$ cat config.mk
export PLATFORM = sky130hd
export DESIGN_NAME = fp_addsub_top
export DESIGN_NICKNAME = d
export VERILOG_FILES = /design/src/rtl/fpas_pkg.sv /design/src/rtl/fpas_align.sv /design/src/rtl/fpas_sum.sv /design/src/rtl/fpas_lzc.sv /design/src/rtl/fpas_norm_round.sv /design/src/rtl/fp_addsub_top.sv
export SDC_FILE = /design/constraint.sdc
export NUM_CORES = 1
export LEC_CHECK = 0
export ABC_AREA = 1
export BUFFER_PORTS_ARGS = -buffer_cell sky130_fd_sc_hd__buf_2
export CELL_PAD_IN_SITES_DETAIL_PLACEMENT = 1
export CELL_PAD_IN_SITES_GLOBAL_PLACEMENT = 2
export CORE_UTILIZATION = 25
export CTS_CLUSTER_DIAMETER = 50
export DETAILED_ROUTE_END_ITERATION = 6
export PLACE_DENSITY_LB_ADDON = 0.1
export SYNTH_ARGS = -nofsm -noshare
export SYNTH_HDL_FRONTEND = slang
export SYNTH_SLANG_ARGS = --single-unit
$ cat constraint.sdc
create_clock -name clk -period 28.1 [get_ports clk]
set_input_delay 4.215 -clock clk [delete_from_list [all_inputs] [get_ports clk]]
set_output_delay 4.215 -clock clk [all_outputs]
set_load 0.01 [all_outputs]
$ cat src/rtl/fpas_pkg.sv
package fpas_pkg;
  typedef enum logic {
    OP_ADD = 1'b0,
    OP_SUB = 1'b1
  } fpas_op_e;
endpackage

$ cat src/rtl/fpas_align.sv
// Orders operands by magnitude, restores hidden bits, aligns the smaller one.
module fpas_align #(
  parameter int EXP_W  = 8,
  parameter int FRAC_W = 23,
  localparam int W     = 1 + EXP_W + FRAC_W,
  localparam int M     = FRAC_W + 1,
  localparam int PW    = M + 2,
  localparam int AW    = M + 3,
  localparam int SHW   = $clog2(PW + 1)
) (
  input  logic [W-1:0]     a,
  input  logic [W-1:0]     b,
  input  logic             op,
  output logic             sign_l,
  output logic             eff_sub,
  output logic [EXP_W-1:0] exp_l,
  output logic [AW-1:0]    sig_big,
  output logic [AW-1:0]    sig_small
);
  import fpas_pkg::*;

  logic             sb_eff, a_big, sign_s;
  logic [W-2:0]     mag_l, mag_s;
  logic [EXP_W-1:0] e_l_raw, e_s_raw, e_s, diff;
  logic [M-1:0]     sig_l, sig_s;
  logic [SHW-1:0]   shamt;
  logic [2*PW-1:0]  wide;

  always_comb begin
    sb_eff  = b[W-1] ^ (op == OP_SUB);
    a_big   = (a[W-2:0] >= b[W-2:0]);
    mag_l   = a_big ? a[W-2:0] : b[W-2:0];
    mag_s   = a_big ? b[W-2:0] : a[W-2:0];
    sign_l  = a_big ? a[W-1] : sb_eff;
    sign_s  = a_big ? sb_eff : a[W-1];
    eff_sub = sign_l ^ sign_s;

    e_l_raw = mag_l[W-2:FRAC_W];
    e_s_raw = mag_s[W-2:FRAC_W];
    exp_l   = (e_l_raw == '0) ? EXP_W'(1) : e_l_raw;
    e_s     = (e_s_raw == '0) ? EXP_W'(1) : e_s_raw;
    sig_l   = {|e_l_raw, mag_l[FRAC_W-1:0]};
    sig_s   = {|e_s_raw, mag_s[FRAC_W-1:0]};

    diff    = exp_l - e_s;
    if (int'(diff) > PW) shamt = SHW'(PW);
    else                 shamt = SHW'(diff);

    wide      = {sig_s, 2'b00, {PW{1'b0}}} >> shamt;
    sig_small = {wide[2*PW-1:PW], |wide[PW-1:0]};
    sig_big   = {sig_l, 3'b000};
  end
endmodule

$ cat src/rtl/fpas_sum.sv
// Magnitude add or subtract; the larger operand is always sig_big.
module fpas_sum #(
  parameter int AW = 27,
  localparam int SW = AW + 1
) (
  input  logic          sub,
  input  logic [AW-1:0] sig_big,
  input  logic [AW-1:0] sig_small,
  output logic [SW-1:0] sum
);
  always_comb
    sum = {1'b0, sig_big} + ({1'b0, sig_small} ^ {SW{sub}}) + SW'(sub);
endmodule

$ cat src/rtl/fpas_lzc.sv
module fpas_lzc #(
  parameter int WIDTH = 28,
  localparam int CW   = $clog2(WIDTH + 1)
) (
  input  logic [WIDTH-1:0] x,
  output logic [CW-1:0]    cnt
);
  always_comb begin
    cnt = CW'(WIDTH);
    for (int i = 0; i < WIDTH; i++)
      if (x[i]) cnt = CW'(WIDTH - 1 - i);
  end
endmodule

$ cat src/rtl/fpas_norm_round.sv
// Renormalizes the raw sum, clamps at the subnormal boundary, rounds to nearest-even.
module fpas_norm_round #(
  parameter int EXP_W  = 8,
  parameter int FRAC_W = 23,
  localparam int W     = 1 + EXP_W + FRAC_W,
  localparam int M     = FRAC_W + 1,
  localparam int SW    = M + 4,
  localparam int CW    = $clog2(SW + 1),
  localparam int EW    = ((EXP_W > CW) ? EXP_W : CW) + 2,
  localparam int MAXE  = (1 << EXP_W) - 1
) (
  input  logic [SW-1:0]    sum,
  input  logic [CW-1:0]    zlc,
  input  logic [EXP_W-1:0] exp_l,
  input  logic             sign_l,
  input  logic             eff_sub,
  output logic [W-1:0]     res
);
  logic [EW-1:0]     zx, el, lsh, exp_n, exp_f;
  logic [SW-2:0]     n;
  logic [M-1:0]      keep;
  logic              g, r, s, inc;
  logic [M:0]        rnd;
  logic [FRAC_W-1:0] frac;

  always_comb begin
    zx = EW'(zlc);
    el = EW'(exp_l);
    if (zlc == '0) begin
      lsh   = '0;
      n     = {sum[SW-1:2], sum[1] | sum[0]};
      exp_n = el + 1'b1;
    end else begin
      lsh = zx - 1'b1;
      if (lsh >= el) lsh = el - 1'b1;
      exp_n = el - lsh;
      n     = (SW-1)'(sum << lsh);
    end

    keep = n[SW-2:3];
    g    = n[2];
    r    = n[1];
    s    = n[0];
    inc  = g & (r | s | keep[0]);
    rnd  = {1'b0, keep} + (M+1)'(inc);

    if (rnd[M]) begin
      exp_f = exp_n + 1'b1;
      frac  = '0;
    end else begin
      exp_f = rnd[M-1] ? exp_n : '0;
      frac  = rnd[FRAC_W-1:0];
    end

    if (sum == '0)
      res = {sign_l & ~eff_sub, {(W-1){1'b0}}};
    else if (exp_f >= EW'(MAXE))
      res = {sign_l, {EXP_W{1'b1}}, {FRAC_W{1'b0}}};
    else
      res = {sign_l, exp_f[EXP_W-1:0], frac};
  end
endmodule

$ cat src/rtl/fp_addsub_top.sv
module fp_addsub_top #(
  parameter int EXP_W   = 8,
  parameter int FRAC_W  = 23,
  parameter bit OUT_REG = 1'b1,
  localparam int W      = 1 + EXP_W + FRAC_W,
  localparam int M      = FRAC_W + 1,
  localparam int AW     = M + 3,
  localparam int SW     = AW + 1,
  localparam int CW     = $clog2(SW + 1)
) (
  input  logic         clk,
  input  logic         rst,
  input  logic [W-1:0] a,
  input  logic [W-1:0] b,
  input  logic         op,
  output logic [W-1:0] res
);
  logic             sign_l, eff_sub;
  logic [EXP_W-1:0] exp_l;
  logic [AW-1:0]    sig_big, sig_small;
  logic [SW-1:0]    sum;
  logic [CW-1:0]    zlc;
  logic [W-1:0]     res_c;

  fpas_align #(.EXP_W(EXP_W), .FRAC_W(FRAC_W)) align_i (
    .a(a), .b(b), .op(op), .sign_l(sign_l), .eff_sub(eff_sub),
    .exp_l(exp_l), .sig_big(sig_big), .sig_small(sig_small)
  );

  fpas_sum #(.AW(AW)) sum_i (
    .sub(eff_sub), .sig_big(sig_big), .sig_small(sig_small), .sum(sum)
  );

  fpas_lzc #(.WIDTH(SW)) lzc_i (.x(sum), .cnt(zlc));

  fpas_norm_round #(.EXP_W(EXP_W), .FRAC_W(FRAC_W)) nr_i (
    .sum(sum), .zlc(zlc), .exp_l(exp_l), .sign_l(sign_l),
    .eff_sub(eff_sub), .res(res_c)
  );

  generate
    if (OUT_REG) begin : g_reg
      always_ff @(posedge clk) begin
        if (rst) res <= '0;
        else     res <= res_c;
      end
    end else begin : g_comb
      assign res = res_c;
    end
  endgenerate
endmodule

# Word-level counts from Yosys, hierarchy flattened
# Index checks and enable logic that the tools add are counted.
[totals]
out_inout_bits = 32
regBits = 32
inputBits = 67
wordCells = 80
[classes]
bitwise = 9
reduce_logical = 9
mux = 44
add_sub_neg = 9
order_cmp = 4
shift = 2
[op_table]
columns = ["op", "count"]
rows = [
  ["$mux W31", 3],
  ["$mux W5", 17],
  ["$shr A52 B5 Y52", 1],
  ["$mux W10", 5],
  ["$mux W32", 1],
  ["$mux W4", 8],
  ["$ge A31 B31 Y1", 1],
  ["$add A27 B28 Y28", 1],
  ["$add A28 B1 Y28", 1],
  ["$logic_not A28 Y1", 1],
  ["$shl A28 B10 Y27", 1],
  ["$xor A27 B28 Y28", 1],
  ["$mux W27", 1],
  ["$reduce_or A26 Y1", 1],
  ["$add A24 B1 Y25", 1],
  ["$mux W23", 1],
  ["$logic_not A8 Y1", 2],
  ["$mux W8", 2],
  ["$reduce_or A8 Y1", 2],
  ["$mux W3", 4],
  ["$add A10 B1 Y10 const B", 1],
  ["$ge A10 B8 Y1", 1],
  ["$ge A10 B8 Y1 const B", 1],
  ["$sub A8 B10 Y10", 1],
  ["other kinds (13)", 18],
]

# Depth between registers and ports, before layout
[logic_depth]
word_depth = 55
ltp_mapped = 113
mapped_depth_nobuf = 110

# Hierarchy
# Synthesis repeated with hierarchy kept, for this count alone.
[unflattened]
cells_unflattened = 2216
area_unflattened_um2 = 11496.0
[by_module_without_submodules]
columns = ["module", "cells_each", "seq_area_each_um2", "instances", "area_each_um2"]
rows = [
  ["fpas_norm_round", 821, 0.0, 1, 4205.3],
  ["fpas_align", 750, 0.0, 1, 3624.7],
  ["fpas_sum", 462, 0.0, 1, 2352.3],
  ["fp_addsub_top", 99, 640.6, 1, 914.6],
  ["fpas_lzc", 84, 0.0, 1, 399.1],
]

# Worst setup path after synthesis
# OpenSTA, ideal clock, no wires.
[synth_timing]
kind = "input -> register"
startpoint = "input port b[30]"
endpoint = "register res[9]"
cell_stages = 105
path_slack_ps = 11238
path_buffers = 7
t_required_ps = 28038
t_arrival_ps = 16800
setup_ps = 62
cell_sequence = "inv_1 ha_1 nand2_1 nor2_1 nand2_1 nor2_1 nand2_1 nand2_1 nor2_2 nand2_4 buf_2 buf_1 o21ai_0 inv_1 nor3_1 a21oi_1 ha_1 clkinv_2 (+69 left out) a21oi_1 nor2_1 o21ai_0 nand2_1 nand2_1 nand2_1 nand2_1 nand2_1 nor2_1 nand4_1 nand2_1 inv_1 o21ai_0 o21ai_2 nor2_8 nand3_4 buf_12 nor2_2"
[synth_between]
elab_chain_cells = 54
word_cells_on_any_way = 70
cone_classes = "add/sub: 9; order compare: 4; shift: 2; mux: 41; bitwise: 6; reduce/logical: 8"
[synth_rtl]
columns = ["item", "line", "source"]
rows = [
  ["from (decl)", "fp_addsub_top.sv:14", "input logic [W-1:0] b,"],
  ["$ge A31 B31 Y1", "fpas_align.sv:31", "a_big = (a[W-2:0] >= b[W-2:0]);"],
  ["$mux W31, on equally long branches", "fpas_align.sv:32, fpas_align.sv:33", ""],
  ["$logic_not A8 Y1, on equally long branches", "fpas_align.sv:40, fpas_align.sv:41", ""],
  ["$mux W8, on equally long branches", "fpas_align.sv:40, fpas_align.sv:41", ""],
  ["$sub A8 B8 Y8", "fpas_align.sv:45", "diff = exp_l - e_s;"],
  ["$gt A8 B5 Y1", "fpas_align.sv:46", "if (int'(diff) > PW) shamt = SHW'(PW);"],
  ["$mux W5", "fpas_align.sv:46", ""],
  ["$shr A52 B5 Y52", "fpas_align.sv:49", "wide = {sig_s, 2'b00, {PW{1'b0}}} >> shamt;"],
  ["(+37 left out)", "--", ""],
  ["$mux W27", "fpas_norm_round.sv:29", "if (zlc == '0) begin"],
  ["$or A1 B1 Y1 (2 in series)", "fpas_norm_round.sv:44", "inc = g & (r | s | keep[0]);"],
  ["$and A1 B1 Y1", "fpas_norm_round.sv:44", ""],
  ["$add A24 B1 Y25", "fpas_norm_round.sv:45", "rnd = {1'b0, keep} + (M+1)'(inc);"],
  ["$mux W10", "fpas_norm_round.sv:51", "exp_f = rnd[M-1] ? exp_n : '0;"],
  ["$mux W10", "fpas_norm_round.sv:47", "if (rnd[M]) begin"],
  ["$ge A10 B8 Y1", "fpas_norm_round.sv:57", "else if (exp_f >= EW'(MAXE))"],
  ["$reduce_or A4 Y1 (no line)", "--", ""],
  ["to (signal assigned)", "fp_addsub_top.sv:45", "else res <= res_c;"],
  ["to (decl)", "fp_addsub_top.sv:16", "output logic [W-1:0] res"],
]
# Several ways; a longest one is shown, not always the timed one. The select of a mux whose other input is x is not followed.
# A chain may end at the register's enable or synchronous reset.

# Worst setup path in the final report
# Ends and elaborated chain as after synthesis.

==> impl_metrics.yaml <==
global_route:
  grt_use_met2_pct: 36.2
  track_usage_pct: 19.2
  grt_pass1_wl_um: 75900
  grt.met3_usage_pct: 0.928
  grt_max_degree: 80
  grt_pass1_vias: 13600
  grt_busiest_layer: "met2"
  antenna_found_initial: 0
  grt_overflow: 0
  use_met1_pct: 24.4
die:
  num_rows: 80
  fp.dieW_um: 222
  die_area_mm2: 0.0492
  initial_core_util_pct: 25.3
  core_mm2: 0.0476
  ios: 99
  die-height_um: 222
sta:
  rsz0062_at_grt: "no"
  finalSetupViolations: 0
  slew_violations: 0
  report.final.hold_viol_count: 0
  finalSetupTns_ns: 0
  fin_crit_ns: 21.40
  timing.final.crit_share_pct: 76.1
  max_freq_mhz: 46.7
  slew_headroom_pct: 30.4
  tightest_slew_ns: 1.04
final_layout:
  largestRegisters: "res: 32 flops"
  antenna_cells: 0
  largest_reg_flops: 32
  final_area_mm2: 0.0130
  fin_nets: 2279
  multi_input_area_mm2: 0.00981
  area_growth_pct: 7.50
  num-fill-cells: 6329
  top_register: "res"
  drive_gt1_share_pct: 19.5
  utilization_pct: 27.2
  layout.area.seq_um2: 641
logic_synthesis:
  async_reset_ff_share_pct: 0
  ys_warn_count: 0
  synth_seq_cells: 32
  synth.largest_area_cell: "nand2_1"
  synth.top_cell.area_share_pct: 19.4
  synth_area_leaders: "nand2_1 (19%), nand3_1 (11%), ha_1 (8.7%), inv_1 (7.1%), dfxtp_1 (5.3%)"
  ys_types: 62
  synthTopCellsByCount: "nand2_1 (624), nand3_1 (262), inv_1 (229)"
  netlist_instances: 2088
  synth_edf_count: 0
  synth_flop_cell: "dfxtp_1"
  synth_most_common_cell: "nand2_1"
  syn_avg_cell_area_um2: 5.78
  ys_seq_area_share_pct: 5.30
  netlist_area_mm2: 0.0121
  synth_nets: 2241
place:
  dpl_cell_area_mm2: 0.0128
  io_buffers: 98
  dp_hpwl_um: 40800
  gp_congestion: 0.843
cts:
  cts_setup_buffers: 0
  cts_hold_buffers: 0
  cts-htree-levels: 2
  cts_root_buf: "clkbuf_16"
  cts_tree: "yes"
  cts_buffers: 5
  path_clk_slew_ns: 0.05
  clock_path_buffers: 2
  clock-sinks: 32
  cts-resized-gates: 0
routing:
  routed_wl_um: 47200
  vias_per_cell: 4.77
  via_count: 13100
  drt_drc_violations_left: 0
  antenna_left: 0
  first_iter_violations: 505
  drt_pre_antenna_iters: 5
  route.detailed.wl_per_inst_um: 17.2
flow_run:
  cap_violations: 0
critical_path:
  crit_family: "simple AND/OR/NAND/NOR gates"
  cp_slowest_cell: "a21oi_1"
  worstSetupPathType: "in -> reg"
  max_stage_delay_ns: 0.71
  required_ns: 28.30
  critPathArrivalTime_ns: 21.60
  path_buf_inv: 13
  crit_path_start_kind: "primary input"
  crit_top_cell: "nand2_1"
  worst-path-max-fanout: 79
  end_kind: "flip-flop"
outcome:
  status: "finished, final reports clean"
min_path:
  hold_class: "in -> reg"
[worst paths after layout]
kind / start / endpoint / cells past startpoint
max: b[30] / res[9] / 105
min: rst / res[31] / 2
[kinds of logic after synthesis]
logic type / after synthesis / share of synthesized area, %
and+or+nand+nor: 1319 / 55.6
buffers and inverters: 351 / 13.5
AOI/OAI and AO/OA: 225 / 10.7
adders and majority gates: 86 / 9.03
xor gates and xnor gates: 75 / 5.97
DFF: 32 / 5.30
[cell type report]
class                   instances  area share [%]
repair buffers                107            4.30
inverters                     275            8.00
flip-flops and latches         32            4.93
clock buffers                   5           0.964
well taps                     615            5.93
clock inverters                 3           0.328
multi-input cells            1705            75.5
[cell usage in the layout, fill, tap and decap left out, types with 9 or more instances in the layout]
cell and n:
nand2_4 33, nand4_1 28, nor2_4 29, nand2_2 81, xnor2_1 9, nor2_2 16, a21oi_1 77, a31oi_1 13
o21ai_0 94, nor3_1 19, nor2_1 135, inv_2 41, o21ai_2 11, buf_2 98, ha_1 84, inv_1 229
nand3_2 51, nand3b_1 14, nand3_1 262, dfxtp_1 32, xor2_1 59, nand2_1 624, buf_4 9
[through the flow]
stage	setup WS, ns	hold WS, ns	std cells
after floorplan	11.24	4.29	2088
after global placement	6.42	4.42	2734
after detailed placement	5.99	4.42	2734
after CTS	6.22	4.12	2742
after global routing	4.54	4.13	2742
final	6.70	4.13	2742
[per-layer routing]
metal  part of all wire [%]  vias up
met1                     46     6155
li1                       -     6781
met5                      0        -
met2                     51      112
met4                    1.4        0
met3                    1.3       27
Power is left out: the tool's default activity adds up to more than one toggle a clock period on the data nets, which glitch-free logic cannot reach.
